==> src/rtl/spi_wc_pkg.sv <==
package spi_wc_pkg;

   localparam int unsigned WORD_W = 32;
   localparam int unsigned LEN_W  = 6;

   // register byte offsets
   localparam logic [7:0] OFS_DIV   = 8'h08;
   localparam logic [7:0] OFS_TXCFG = 8'h10;
   localparam logic [7:0] OFS_RXCFG = 8'h14;
   localparam logic [7:0] OFS_CSLAT = 8'h18;
   localparam logic [7:0] OFS_TXDAT = 8'h20;
   localparam logic [7:0] OFS_RXDAT = 8'h24;
   localparam logic [7:0] OFS_STAT  = 8'h38;

   typedef enum logic [2:0] {
      ST_IDLE,
      ST_LOAD,
      ST_TX,
      ST_RX,
      ST_PUSH,
      ST_GAP
   } eng_state_t;

   // a length field of 0 or above 32 falls back to full words
   function automatic logic [LEN_W-1:0] eff_len(input logic [LEN_W-1:0] f);
      if (f == '0 || f > LEN_W'(WORD_W)) return LEN_W'(WORD_W);
      return f;
   endfunction

endpackage

==> src/rtl/spi_wc_fifo.sv <==
module spi_wc_fifo #(
   parameter int unsigned WIDTH = 32,
   parameter int unsigned DEPTH = 16
) (
   input  logic             clk,
   input  logic             rst_n,
   input  logic             push,
   input  logic [WIDTH-1:0] wdata,
   input  logic             pop,
   output logic [WIDTH-1:0] rdata,
   output logic             empty,
   output logic             full
);

   localparam int unsigned AW = (DEPTH > 1) ? $clog2(DEPTH) : 1;
   localparam int unsigned CW = $clog2(DEPTH + 1);

   if (DEPTH < 2) begin : g_bad_depth
      $error("spi_wc_fifo: DEPTH must be at least 2");
   end
   if (WIDTH < 1) begin : g_bad_width
      $error("spi_wc_fifo: WIDTH must be at least 1");
   end

   logic [WIDTH-1:0] mem [DEPTH];
   logic [AW-1:0]    wr_ptr, rd_ptr, wr_nxt, rd_nxt;
   logic [CW-1:0]    cnt_q;
   logic             wr_en, rd_en;

   assign wr_en = push && !full;
   assign rd_en = pop && !empty;

   if ((1 << AW) == DEPTH) begin : g_pow2
      assign wr_nxt = wr_ptr + 1'b1;
      assign rd_nxt = rd_ptr + 1'b1;
   end else begin : g_wrap
      assign wr_nxt = (wr_ptr == AW'(DEPTH - 1)) ? '0 : wr_ptr + 1'b1;
      assign rd_nxt = (rd_ptr == AW'(DEPTH - 1)) ? '0 : rd_ptr + 1'b1;
   end

   always_ff @(posedge clk) begin
      if (wr_en) mem[wr_ptr] <= wdata;
   end

   always_ff @(posedge clk or negedge rst_n) begin
      if (!rst_n) begin
         wr_ptr <= '0;
         rd_ptr <= '0;
         cnt_q  <= '0;
      end else begin
         if (wr_en) wr_ptr <= wr_nxt;
         if (rd_en) rd_ptr <= rd_nxt;
         case ({wr_en, rd_en})
            2'b10:   cnt_q <= cnt_q + 1'b1;
            2'b01:   cnt_q <= cnt_q - 1'b1;
            default: cnt_q <= cnt_q;
         endcase
      end
   end

   assign rdata = mem[rd_ptr];
   assign empty = (cnt_q == '0);
   assign full  = (cnt_q == CW'(DEPTH));


   count_range_chk: assert property (@(posedge clk) disable iff (!rst_n)
      cnt_q <= CW'(DEPTH));


   no_overflow_chk: assert property (@(posedge clk) disable iff (!rst_n)
      (full && !pop) |=> full);

endmodule

==> src/rtl/spi_wc_clkdiv.sv <==
module spi_wc_clkdiv #(
   parameter int unsigned DIV_W = 8
) (
   input  logic             clk,
   input  logic             rst_n,
   input  logic             run,
   input  logic [DIV_W-1:0] div,
   output logic             tick
);

   if (DIV_W < 1) begin : g_bad_div
      $error("spi_wc_clkdiv: DIV_W must be at least 1");
   end

   logic [DIV_W-1:0] cnt_q;

   assign tick = run && (cnt_q == div);

   always_ff @(posedge clk or negedge rst_n) begin
      if (!rst_n)              cnt_q <= '0;
      else if (!run || tick)   cnt_q <= '0;
      else                     cnt_q <= cnt_q + 1'b1;
   end


   div_bound_chk: assert property (@(posedge clk) disable iff (!rst_n)
      run |-> (cnt_q <= div));

endmodule

==> src/rtl/spi_wc_engine.sv <==
module spi_wc_engine
   import spi_wc_pkg::*;
#(
   parameter int unsigned DIV_W = 8,
   parameter int unsigned LAT_W = 16,
   parameter int unsigned CNT_W = 16
) (
   input  logic               clk,
   input  logic               rst_n,
   input  logic [DIV_W-1:0]   div,
   input  logic [LAT_W-1:0]   cs_lat,
   input  logic [CNT_W-1:0]   tx_cnt,
   input  logic [LEN_W-1:0]   tx_len,
   input  logic [CNT_W-1:0]   rx_cnt,
   input  logic [LEN_W-1:0]   rx_len,
   input  logic               txf_empty,
   input  logic [WORD_W-1:0]  txf_data,
   output logic               txf_pop,
   input  logic               rxf_full,
   output logic               rxf_push,
   output logic [WORD_W-1:0]  rxf_data,
   output logic               sck,
   output logic               cs_n,
   output logic               mosi,
   input  logic               miso,
   output logic               busy
);

   eng_state_t         state_q;
   logic               sck_q, cs_n_q, tick, run;
   logic [WORD_W-1:0]  sh_q, rsh_q;
   logic [LEN_W-1:0]   bit_q, l_txl, l_rxl;
   logic [CNT_W-1:0]   wcnt_q, wnext, l_txc, l_rxc;
   logic [LAT_W-1:0]   gcnt_q;

   assign run   = (state_q == ST_TX) || (state_q == ST_RX);
   assign wnext = wcnt_q + 1'b1;

   spi_wc_clkdiv #(.DIV_W(DIV_W)) u_div (
      .clk   (clk),
      .rst_n (rst_n),
      .run   (run),
      .div   (div),
      .tick  (tick)
   );

   assign txf_pop  = (state_q == ST_LOAD) && !txf_empty;
   assign rxf_push = (state_q == ST_PUSH) && !rxf_full;
   assign rxf_data = rsh_q;
   assign sck      = sck_q;
   assign cs_n     = cs_n_q;
   assign mosi     = (state_q == ST_TX) ? sh_q[WORD_W-1] : 1'b0;
   assign busy     = (state_q != ST_IDLE);

   always_ff @(posedge clk or negedge rst_n) begin
      if (!rst_n) begin
         state_q <= ST_IDLE;
         sck_q   <= 1'b0;
         cs_n_q  <= 1'b1;
         sh_q    <= '0;
         rsh_q   <= '0;
         bit_q   <= '0;
         wcnt_q  <= '0;
         gcnt_q  <= '0;
         l_txc   <= '0;
         l_rxc   <= '0;
         l_txl   <= LEN_W'(WORD_W);
         l_rxl   <= LEN_W'(WORD_W);
      end else begin
         case (state_q)
            ST_IDLE: begin
               if (tx_cnt != '0 && !txf_empty) begin
                  l_txc   <= tx_cnt;
                  l_rxc   <= rx_cnt;
                  l_txl   <= tx_len;
                  l_rxl   <= rx_len;
                  wcnt_q  <= '0;
                  cs_n_q  <= 1'b0;
                  state_q <= ST_LOAD;
               end
            end
            ST_LOAD: begin
               if (!txf_empty) begin
                  sh_q    <= txf_data << (LEN_W'(WORD_W) - l_txl);
                  bit_q   <= '0;
                  state_q <= ST_TX;
               end
            end
            ST_TX: begin
               if (tick) begin
                  if (!sck_q) begin
                     sck_q <= 1'b1;
                     bit_q <= bit_q + 1'b1;
                  end else begin
                     sck_q <= 1'b0;
                     if (bit_q == l_txl) begin
                        wcnt_q <= wnext;
                        if (wnext == l_txc) begin
                           wcnt_q <= '0;
                           if (l_rxc != '0) begin
                              bit_q   <= '0;
                              rsh_q   <= '0;
                              state_q <= ST_RX;
                           end else begin
                              cs_n_q  <= 1'b1;
                              gcnt_q  <= '0;
                              state_q <= ST_GAP;
                           end
                        end else begin
                           state_q <= ST_LOAD;
                        end
                     end else begin
                        sh_q <= sh_q << 1;
                     end
                  end
               end
            end
            ST_RX: begin
               if (tick) begin
                  if (!sck_q) begin
                     sck_q <= 1'b1;
                     rsh_q <= {rsh_q[WORD_W-2:0], miso};
                     bit_q <= bit_q + 1'b1;
                  end else begin
                     sck_q <= 1'b0;
                     if (bit_q == l_rxl) state_q <= ST_PUSH;
                  end
               end
            end
            ST_PUSH: begin
               if (!rxf_full) begin
                  if (wnext == l_rxc) begin
                     cs_n_q  <= 1'b1;
                     gcnt_q  <= '0;
                     state_q <= ST_GAP;
                  end else begin
                     wcnt_q  <= wnext;
                     bit_q   <= '0;
                     rsh_q   <= '0;
                     state_q <= ST_RX;
                  end
               end
            end
            ST_GAP: begin
               if (gcnt_q >= cs_lat) state_q <= ST_IDLE;
               else                  gcnt_q  <= gcnt_q + 1'b1;
            end
            default: state_q <= ST_IDLE;
         endcase
      end
   end

   // checker state: chip-select high time, saturating
   logic [LAT_W:0] hi_q;
   always_ff @(posedge clk or negedge rst_n) begin
      if (!rst_n)         hi_q <= '1;
      else if (!cs_n_q)   hi_q <= '0;
      else if (hi_q != '1) hi_q <= hi_q + 1'b1;
   end


   sck_idle_chk: assert property (@(posedge clk) disable iff (!rst_n)
      cs_n_q |-> !sck_q);


   mosi_hold_chk: assert property (@(posedge clk) disable iff (!rst_n)
      (sck_q && $past(sck_q)) |-> (mosi == $past(mosi)));


   busy_window_chk: assert property (@(posedge clk) disable iff (!rst_n)
      !cs_n_q |-> busy);


   cs_gap_chk: assert property (@(posedge clk) disable iff (!rst_n)
      $fell(cs_n_q) |-> (hi_q >= {1'b0, cs_lat}));


   rx_stall_chk: assert property (@(posedge clk) disable iff (!rst_n)
      ((state_q == ST_PUSH) && rxf_full) |=> ((state_q == ST_PUSH) && !cs_n_q && !sck_q));

endmodule

==> src/rtl/spi_wc_master.sv <==
module spi_wc_master
   import spi_wc_pkg::*;
#(
   parameter int unsigned FIFO_DEPTH = 16,
   parameter int unsigned ADDR_W     = 8,
   parameter int unsigned DIV_W      = 8,
   parameter int unsigned LAT_W      = 16,
   parameter int unsigned CNT_W      = 16,
   parameter int unsigned LAT_RESET  = 32
) (
   input  logic              clk,
   input  logic              rst_n,
   input  logic              reg_wr,
   input  logic              reg_rd,
   input  logic [ADDR_W-1:0] reg_addr,
   input  logic [31:0]       reg_wdata,
   output logic [31:0]       reg_rdata,
   output logic              spi_sck,
   output logic              spi_cs_n,
   output logic              spi_mosi,
   input  logic              spi_miso
);

   localparam int unsigned ST_BITS = 6;

   if (ADDR_W < 6) begin : g_bad_addr
      $error("spi_wc_master: ADDR_W must cover offset 0x38");
   end
   if (CNT_W < 1 || CNT_W > 16) begin : g_bad_cnt
      $error("spi_wc_master: CNT_W must be 1..16");
   end
   if (DIV_W > 32 || LAT_W > 32 || LAT_W < 1) begin : g_bad_reg
      $error("spi_wc_master: DIV_W and LAT_W must fit a 32-bit register");
   end
   if (LAT_RESET >= (1 << LAT_W)) begin : g_bad_lat
      $error("spi_wc_master: LAT_RESET does not fit LAT_W");
   end

   logic [DIV_W-1:0]   div_q;
   logic [31:0]        txcfg_q, rxcfg_q;
   logic [LAT_W-1:0]   lat_q;

   logic               txf_push, txf_pop, txf_empty, txf_full;
   logic               rxf_push, rxf_pop, rxf_empty, rxf_full;
   logic [WORD_W-1:0]  txf_data, rxf_wdata, rxf_rdata;
   logic               busy;
   logic [ST_BITS-1:0] status;

   function automatic logic hit(input logic [ADDR_W-1:0] a, input logic [7:0] ofs);
      return a == ADDR_W'(ofs);
   endfunction

   always_ff @(posedge clk or negedge rst_n) begin
      if (!rst_n) begin
         div_q   <= '0;
         txcfg_q <= '0;
         rxcfg_q <= '0;
         lat_q   <= LAT_W'(LAT_RESET);
      end else if (reg_wr) begin
         if (hit(reg_addr, OFS_DIV))   div_q   <= reg_wdata[DIV_W-1:0];
         if (hit(reg_addr, OFS_TXCFG)) txcfg_q <= reg_wdata;
         if (hit(reg_addr, OFS_RXCFG)) rxcfg_q <= reg_wdata;
         if (hit(reg_addr, OFS_CSLAT)) lat_q   <= reg_wdata[LAT_W-1:0];
      end
   end

   assign txf_push = reg_wr && hit(reg_addr, OFS_TXDAT);
   assign rxf_pop  = reg_rd && hit(reg_addr, OFS_RXDAT);

   spi_wc_fifo #(.WIDTH(WORD_W), .DEPTH(FIFO_DEPTH)) u_txf (
      .clk   (clk),
      .rst_n (rst_n),
      .push  (txf_push),
      .wdata (reg_wdata),
      .pop   (txf_pop),
      .rdata (txf_data),
      .empty (txf_empty),
      .full  (txf_full)
   );

   spi_wc_fifo #(.WIDTH(WORD_W), .DEPTH(FIFO_DEPTH)) u_rxf (
      .clk   (clk),
      .rst_n (rst_n),
      .push  (rxf_push),
      .wdata (rxf_wdata),
      .pop   (rxf_pop),
      .rdata (rxf_rdata),
      .empty (rxf_empty),
      .full  (rxf_full)
   );

   spi_wc_engine #(.DIV_W(DIV_W), .LAT_W(LAT_W), .CNT_W(CNT_W)) u_eng (
      .clk       (clk),
      .rst_n     (rst_n),
      .div       (div_q),
      .cs_lat    (lat_q),
      .tx_cnt    (txcfg_q[16 +: CNT_W]),
      .tx_len    (eff_len(txcfg_q[LEN_W-1:0])),
      .rx_cnt    (rxcfg_q[16 +: CNT_W]),
      .rx_len    (eff_len(rxcfg_q[LEN_W-1:0])),
      .txf_empty (txf_empty),
      .txf_data  (txf_data),
      .txf_pop   (txf_pop),
      .rxf_full  (rxf_full),
      .rxf_push  (rxf_push),
      .rxf_data  (rxf_wdata),
      .sck       (spi_sck),
      .cs_n      (spi_cs_n),
      .mosi      (spi_mosi),
      .miso      (spi_miso),
      .busy      (busy)
   );

   assign status = {busy, !rxf_empty, rxf_full, rxf_empty, txf_full, txf_empty};

   always_comb begin
      reg_rdata = '0;
      if (hit(reg_addr, OFS_DIV))   reg_rdata = 32'(div_q);
      if (hit(reg_addr, OFS_TXCFG)) reg_rdata = txcfg_q;
      if (hit(reg_addr, OFS_RXCFG)) reg_rdata = rxcfg_q;
      if (hit(reg_addr, OFS_CSLAT)) reg_rdata = 32'(lat_q);
      if (hit(reg_addr, OFS_RXDAT)) reg_rdata = rxf_empty ? '0 : rxf_rdata;
      if (hit(reg_addr, OFS_STAT))  reg_rdata = 32'(status);
   end


   rx_empty_read_chk: assert property (@(posedge clk) disable iff (!rst_n)
      (rxf_pop && rxf_empty) |-> (reg_rdata == '0));


   no_start_chk: assert property (@(posedge clk) disable iff (!rst_n)
      (!busy && txcfg_q[16 +: CNT_W] == '0) |=> spi_cs_n);

endmodule

==> config.mk <==
export PLATFORM = sky130hd
export DESIGN_NAME = spi_wc_master
export DESIGN_NICKNAME = d
export VERILOG_FILES = /design/src/rtl/spi_wc_pkg.sv /design/src/rtl/spi_wc_fifo.sv /design/src/rtl/spi_wc_clkdiv.sv /design/src/rtl/spi_wc_engine.sv /design/src/rtl/spi_wc_master.sv
export SDC_FILE = /design/constraint.sdc
export NUM_CORES = 2
export LEC_CHECK = 0
export ABC_AREA = 1
export BUFFER_PORTS_ARGS = -buffer_cell sky130_fd_sc_hd__buf_2
export CAP_MARGIN = 20
export CORE_UTILIZATION = 40
export CTS_CLUSTER_DIAMETER = 150
export DETAILED_ROUTE_END_ITERATION = 6
export HOLD_SLACK_MARGIN = 0.02
export SLEW_MARGIN = 30
export SYNTH_ARGS = -nofsm -noshare
export SYNTH_HDL_FRONTEND = slang
export SYNTH_HIERARCHICAL = 1
export SYNTH_SLANG_ARGS = --single-unit
==> constraint.sdc <==
create_clock -name clk -period 3.6 [get_ports clk]
set_input_delay 0.36 -clock clk [delete_from_list [all_inputs] [get_ports clk]]
set_output_delay 0.36 -clock clk [all_outputs]
set_load 0.01 [all_outputs]
* Word level (Yosys, flattened, before mapping)
Memory sizes are Yosys's and may differ from the RTL's.
Cells that the tools add are included.
** Word-level totals
- Word-level logic and storage cells :: 222
- Bits of input ports :: 45
- Memories :: 2
- Bits in writable memories :: 1024
- Register bits :: 273
** Operators by class
- Magnitude comparators :: 3
- Add/subtract/negate cells :: 13
- Shifts and indexed selects :: 1
- Reduce and logical (&&, ||, !) cells :: 48
- Multiplexer cells :: 88
- Equality and inequality tests :: 44
** Memories
- u_rxf.mem :: depth 16, bits a word 32, read ports 1, clocked after Yosys merged registers in 0, write ports 1, line spi_wc_fifo.sv:25 : logic [WIDTH-1:0] mem [DEPTH];
- u_txf.mem :: depth 16, bits a word 32, read ports 1, clocked after Yosys merged registers in 0, write ports 1, line spi_wc_fifo.sv:25
** Operators by type and width (number)
- 32-bit two-way mux :: 19
- 16-bit two-way mux :: 15
- 16-bit case mux with 3 select lines :: 2
- 32-bit case mux with 3 select lines :: 1
- 6-bit two-way mux :: 14
- 32-bit case mux with 2 select lines :: 1
- 3-bit two-way mux :: 13
- 16-bit by 1-bit adder with 16-bit output, second input constant :: 2
- 16-bit == test :: 2
- 16-bit nonzero test :: 2
- 32-bit by 6-bit left shift with 32-bit output :: 1
- 10-bit AND reduction :: 3
- 2-bit inequality test, second input constant :: 14
- 8-bit by 5-bit == test with 1-bit output, second input constant :: 3
- 8-bit by 6-bit == test with 1-bit output, second input constant :: 3
- 6-bit case mux with 4 select lines :: 1
- 5-bit case mux with 2 select lines :: 2
- 3-bit case mux with 6 select lines :: 1
- 9-bit AND reduction :: 2
- 4-bit by 1-bit adder with 4-bit output, second input constant :: 4
- 16-bit >= comparator :: 1
- 1-bit two-way mux :: 16
- 8-bit two-way mux :: 2
- 6-bit == test :: 2
- other kinds (30) :: 71

* Longest topological paths before layout
- Depth in word-level cells :: 7
- Mapped depth :: 21
- Gate-level depth less buffers :: 18

* By module
The synthesis kept the hierarchy.
** Modules (own cells, without submodules)
- spi_wc_fifo at u_rxf :: times used 1, cells an instance 2113, area each 22191.3 µm²
- spi_wc_fifo at u_txf :: times used 1, cells an instance 2112, area each 22171.3 µm²
- spi_wc_engine :: times used 1, cells an instance 1517, area each 10344.9 µm²
- spi_wc_master :: times used 1, cells an instance 609, area each 4725.8 µm²
- spi_wc_clkdiv :: times used 1, cells an instance 71, area each 514.2 µm²

* Worst setup path before layout
Ideal clock, no wire load.
- Path type :: register to register
- Start :: register u_eng.state_q[0]
- End :: memory u_rxf.mem[0][0], enable pin
- Required time :: 3179 ps
- Arrival :: 2890 ps
- Path slack :: 289 ps
- Path buffers :: 0
- Cell stages (with the launch flop) :: 10
- Path through :: dfrtp_1 -> nor2_1 -> inv_1 -> nor2_1 -> inv_1 -> nor2_1 -> nand2_1 -> inv_1 -> nand2_1 -> nor2_1
** Between the ends
- Cells in the longest elaborated chain, start to end :: 5
** Ends and longest elaborated chain
- from (decl) :: line spi_wc_engine.sv:29 : eng_state_t state_q;
- from (signal assigned) :: line spi_wc_engine.sv:57 : state_q <= ST_IDLE;
- from (signal assigned) :: line spi_wc_engine.sv:79 : state_q <= ST_LOAD;
- from (signal assigned) :: line spi_wc_engine.sv:86 : state_q <= ST_TX;
- 3-bit == test :: line spi_wc_engine.sv:48 : assign rxf_push = (state_q == ST_PUSH) && !rxf_full;
- 1-bit logical AND :: line spi_wc_engine.sv:48
- net rxf_push :: line spi_wc_master.sv:44 : logic rxf_push, rxf_pop, rxf_empty, rxf_full;
- 1-bit logical AND :: line spi_wc_fifo.sv:30 : assign wr_en = push && !full;
- 1-bit two-way mux :: line spi_wc_fifo.sv:42 : if (wr_en) mem[wr_ptr] <= wdata;
- 1-bit two-way mux (not written as such) :: line spi_wc_fifo.sv:42
- to (decl) :: line spi_wc_fifo.sv:25
The timed path passes the listed nets, and every way through them passes these cells.

* Worst setup path in the final report
- Start :: register u_rxf.rd_ptr[0]
- End :: output reg_rdata[1]
** Between the ends
- Cells in the longest elaborated chain, start to end :: 4
** Ends and longest elaborated chain
- from (decl) :: line spi_wc_fifo.sv:26 : logic [AW-1:0] wr_ptr, rd_ptr, wr_nxt, rd_nxt;
- from (signal assigned) :: line spi_wc_fifo.sv:52 : if (rd_en) rd_ptr <= rd_nxt;
- memory 16 x 32 bit
- net rxf_rdata[1] :: line spi_wc_master.sv:45 : logic [WORD_W-1:0] txf_data, rxf_wdata, rxf_rdata;
- 32-bit two-way mux (2 in series) :: line spi_wc_master.sv:122 : if (hit(reg_addr, OFS_RXDAT)) reg_rdata = rxf_empty ? '0 : rxf_rdata;
- 32-bit two-way mux :: line spi_wc_master.sv:123 : if (hit(reg_addr, OFS_STAT)) reg_rdata = 32'(status);
- to (decl) :: line spi_wc_master.sv:17 : output logic [31:0] reg_rdata,
The timed path passes the listed nets, and every way through them passes these cells.

==> flow_summary.yaml <==
run_status:
  status: "finished, final reports clean"
timing:
  worst_clock_skew_ns: 0.0371
  period_share: 0.977
  tightest_slew_ns: 0.881
  holdWs_ns: 0.0639
  timing_hold_violations_final: 0
  fin_crit_ns: 3.52
  fmax_mhz: 284
  maxSlewViolCount: 0
  grt_setup_unrepaired: "true"
  setup_viol: 0
  fin_ws_ns: 0.0841
  relSlewSlack: 0.410
min_path:
  min_from: "reg_wdata[4]"
  hp-class: "in -> reg"
die:
  die_h_um: 389
  start_util: 0.405
  placementRows: 141
  die_w_um: 389
  dieArea_mm2: 0.151
  top_level_ports: 80
  core_area_mm2: 0.148
synth:
  ys_ff_latch: 1297
  synth_common_cells: "2308 x nand2_1, 1024 x edfxtp_1, 659 x inv_1"
  avgSynthCellArea_um2: 9.33
  post-synth-top-count-cell: "nand2_1"
  synth_area_mm2: 0.0599
  synth.top_cell.area_share: 0.513
  synth_nets: 6508
  synth_cells: 6422
  synth_area_leader_cell: "edfxtp_1"
  synth_edf_count: 1024
  synth_warnings: 6
  synth_area_leaders: "edfxtp_1 51%, nand2_1 14%, dfrtp_1 11%"
  ys_async_sr_fraction: 0.210
  netlist-cell-type-count: 54
  ys_seq_area_frac: 0.627
  synth_ff_type: "edfxtp_1"
critical_path:
  cp_slowest_cell: "dfrtp_4"
  cp.required_ns: 3.24
  cp_slowest_stage_delay_ns: 0.56
  cp.arrival_ns: 3.16
  cp-end-kind: "output port"
  crit_type: "reg -> out"
  startpoint_type: "flop"
  cp_cell_sequence: "buf_12 -> clkinv_16 -> buf_16 -> buf_8 -> nand2_1 -> nand3_1 -> nand3_1 -> nand2_1 -> nand2_2 -> nand3_1 -> nand4_1 -> buf_2"
  reg2reg_from: "u_eng/wcnt_q[0]"
  cp-startpoint: "u_rxf/rd_ptr[0]"
  path_max_fanout: 16
  cpMostUsedCell: "nand3_1"
route:
  wl_per_cell_um: 19.8
  drt-vias-per-instance: 5.14
  wirelength_um: 171000
  vias: 44200
  drc: 0
  drtPass1Iterations: 6
  drt_first_iter_violations: 4419
  drtAntennaViolNets: 0
clock_tree:
  clk_pin_slew_ns: 0.06
  clockBufferDepth: 3
  cts.root.buffer_cell: "clkbuf_16"
  cts_sinks: 1297
  clk_latency_ns: 0.80
  cts_buffers: 143
  cts_tree: "yes"
  cts_htree_levels: 4
grt:
  grt_pass1_vias: 42300
  grt_pass1_wl_um: 259000
  antenna_found_initial: 6
  grt_remaining_overflow: 0
  grt_usage: 0.224
  grt_max_degree: 106
placed_design:
  place_ws_ns: 0.324
  dp_hpwl_um: 106000
  gp_congestion: 0.912
  portBuffers: 79
flow_run:
  max_cap_violations: 0
power:
  leakage_uw: 0.0296
  p_per_area_mw_per_mm2: 659
  vdd_ir_drop_max_uv: 656
  totalPowerFinal_uw: 45400
layout:
  drive_gt1_frac: 0.0917
  area_growth_pct: 15.0
  antennaDiodeCount: 0
  nets: 6640
  final.fill_count: 13800
-- placed cells by master (no fill, tap or decap), drive strengths merged, types with 50 or more instances in the layout --
cell	netlist	final
buf	206	240
nand4	50	50
dfrtp	269	269
edfxtp	1024	1024
nand3	559	559
o21ai	238	238
nand2	2328	2328
nor2	682	682
inv	673	682
clkbuf	79	192
clkinv	2	57
a21oi	65	65
-- per-stage QoR --
stage / area, µm² / TNS, ns / utilization / std cells
floorplan: 59900 / 0 / - / 6422
global placement: 63400 / 0 / 0.428 / 8297
detailed placement: 63400 / 0 / 0.428 / 8297
CTS: 68600 / -0.0507 / 0.463 / 8587
global route: 68900 / -0.0509 / 0.465 / 8603
finish: 68900 / 0 / 0.465 / 8603
-- flip-flops by register name, indices dropped and copies added, names as in the netlist, 16 cells and up --
signal and count:
u_eng/wcnt_q 16, lat_q 16, u_txf/mem 512, rxcfg_q 32
u_eng/l_txc 16, u_eng/rxf_data 32, u_eng/l_rxc 16, u_eng/gcnt_q 16
u_rxf/mem 512, txcfg_q 32, u_eng/sh_q 32
-- cell type report --
type	count	area, µm²	area share
timing repair inverter	2	22.5	0.000327
clock buffer	187	3890	0.0565
multi-input combinational	4165	18600	0.271
sequential	1297	37600	0.546
clock inverter	77	902	0.0131
inverter	675	2570	0.0373
tap	1930	2410	0.0350
timing repair buffer	270	2870	0.0416
-- power breakdown --
part	internal [µW]	switching (µW)	leakage, µW	total, µW
Sequential	16800	521	0.0126	17300
Combinational	3910	9370	0.0147	13300
Clock	8480	6350	0.00233	14800
-- cells by family (layout without fill, tap and decap cells) --
kind of cell,Yosys count,in the layout,synth area share
flops,1297,1297,0.627
xor+xnor,44,44,0.00655
fa+ha+maj,41,41,0.00881
mux,23,23,0.00411
compound gates,400,400,0.0379
simple gates,3657,3657,0.249
buf+inv,960,1211,0.0667
-- critical path, delay by kind of cell, from the launching register on --
family | cells | cell delay, ns
and+or+nand+nor | 7 | 0.92
buffers and inverters | 5 | 0.85
DFF | 1 | 0.56
-- final timing paths --
kind / end / slack, ns / cells past startpoint
max reg2reg: u_eng/wcnt_q[0] / 0.34 / 16
min: u_txf/mem[2][4] / 0.06 / 1
max: reg_rdata[1] / 0.08 / 12
max in group asynchronous: u_eng/l_rxc[1] / 2.00 / 5
min reg2reg: txcfg_q[12] / 0.48 / 2
min in group asynchronous: u_rxf/cnt_q[2] / 0.56 / 3
-- timing repair --
| item | 4_1_cts | 5_1_grt |
|---|---|---|
| resized for setup | 18 | 20 |
| pin swaps | 1 | 10 |
| hold endpoints to repair | 254 | 3 |
| hold buffers | 22 | 1 |
| setup buffers | 1 | 9 |
| gates cloned | 3 | 6 |
| setup endpoints to repair | 27 | 17 |
-- layer usage --
layer | up-vias | GRT usage | part of all wire
li1 | 21100 | - | -
met1 | 21400 | 0.308 | 0.44
met2 | 1439 | 0.363 | 0.47
met3 | 257 | 0.0321 | 0.062
met4 | 2 | 0.0747 | 0.028
met5 | - | 0 | 0.000053
No activity file was read; power rests on OpenSTA's default activity.
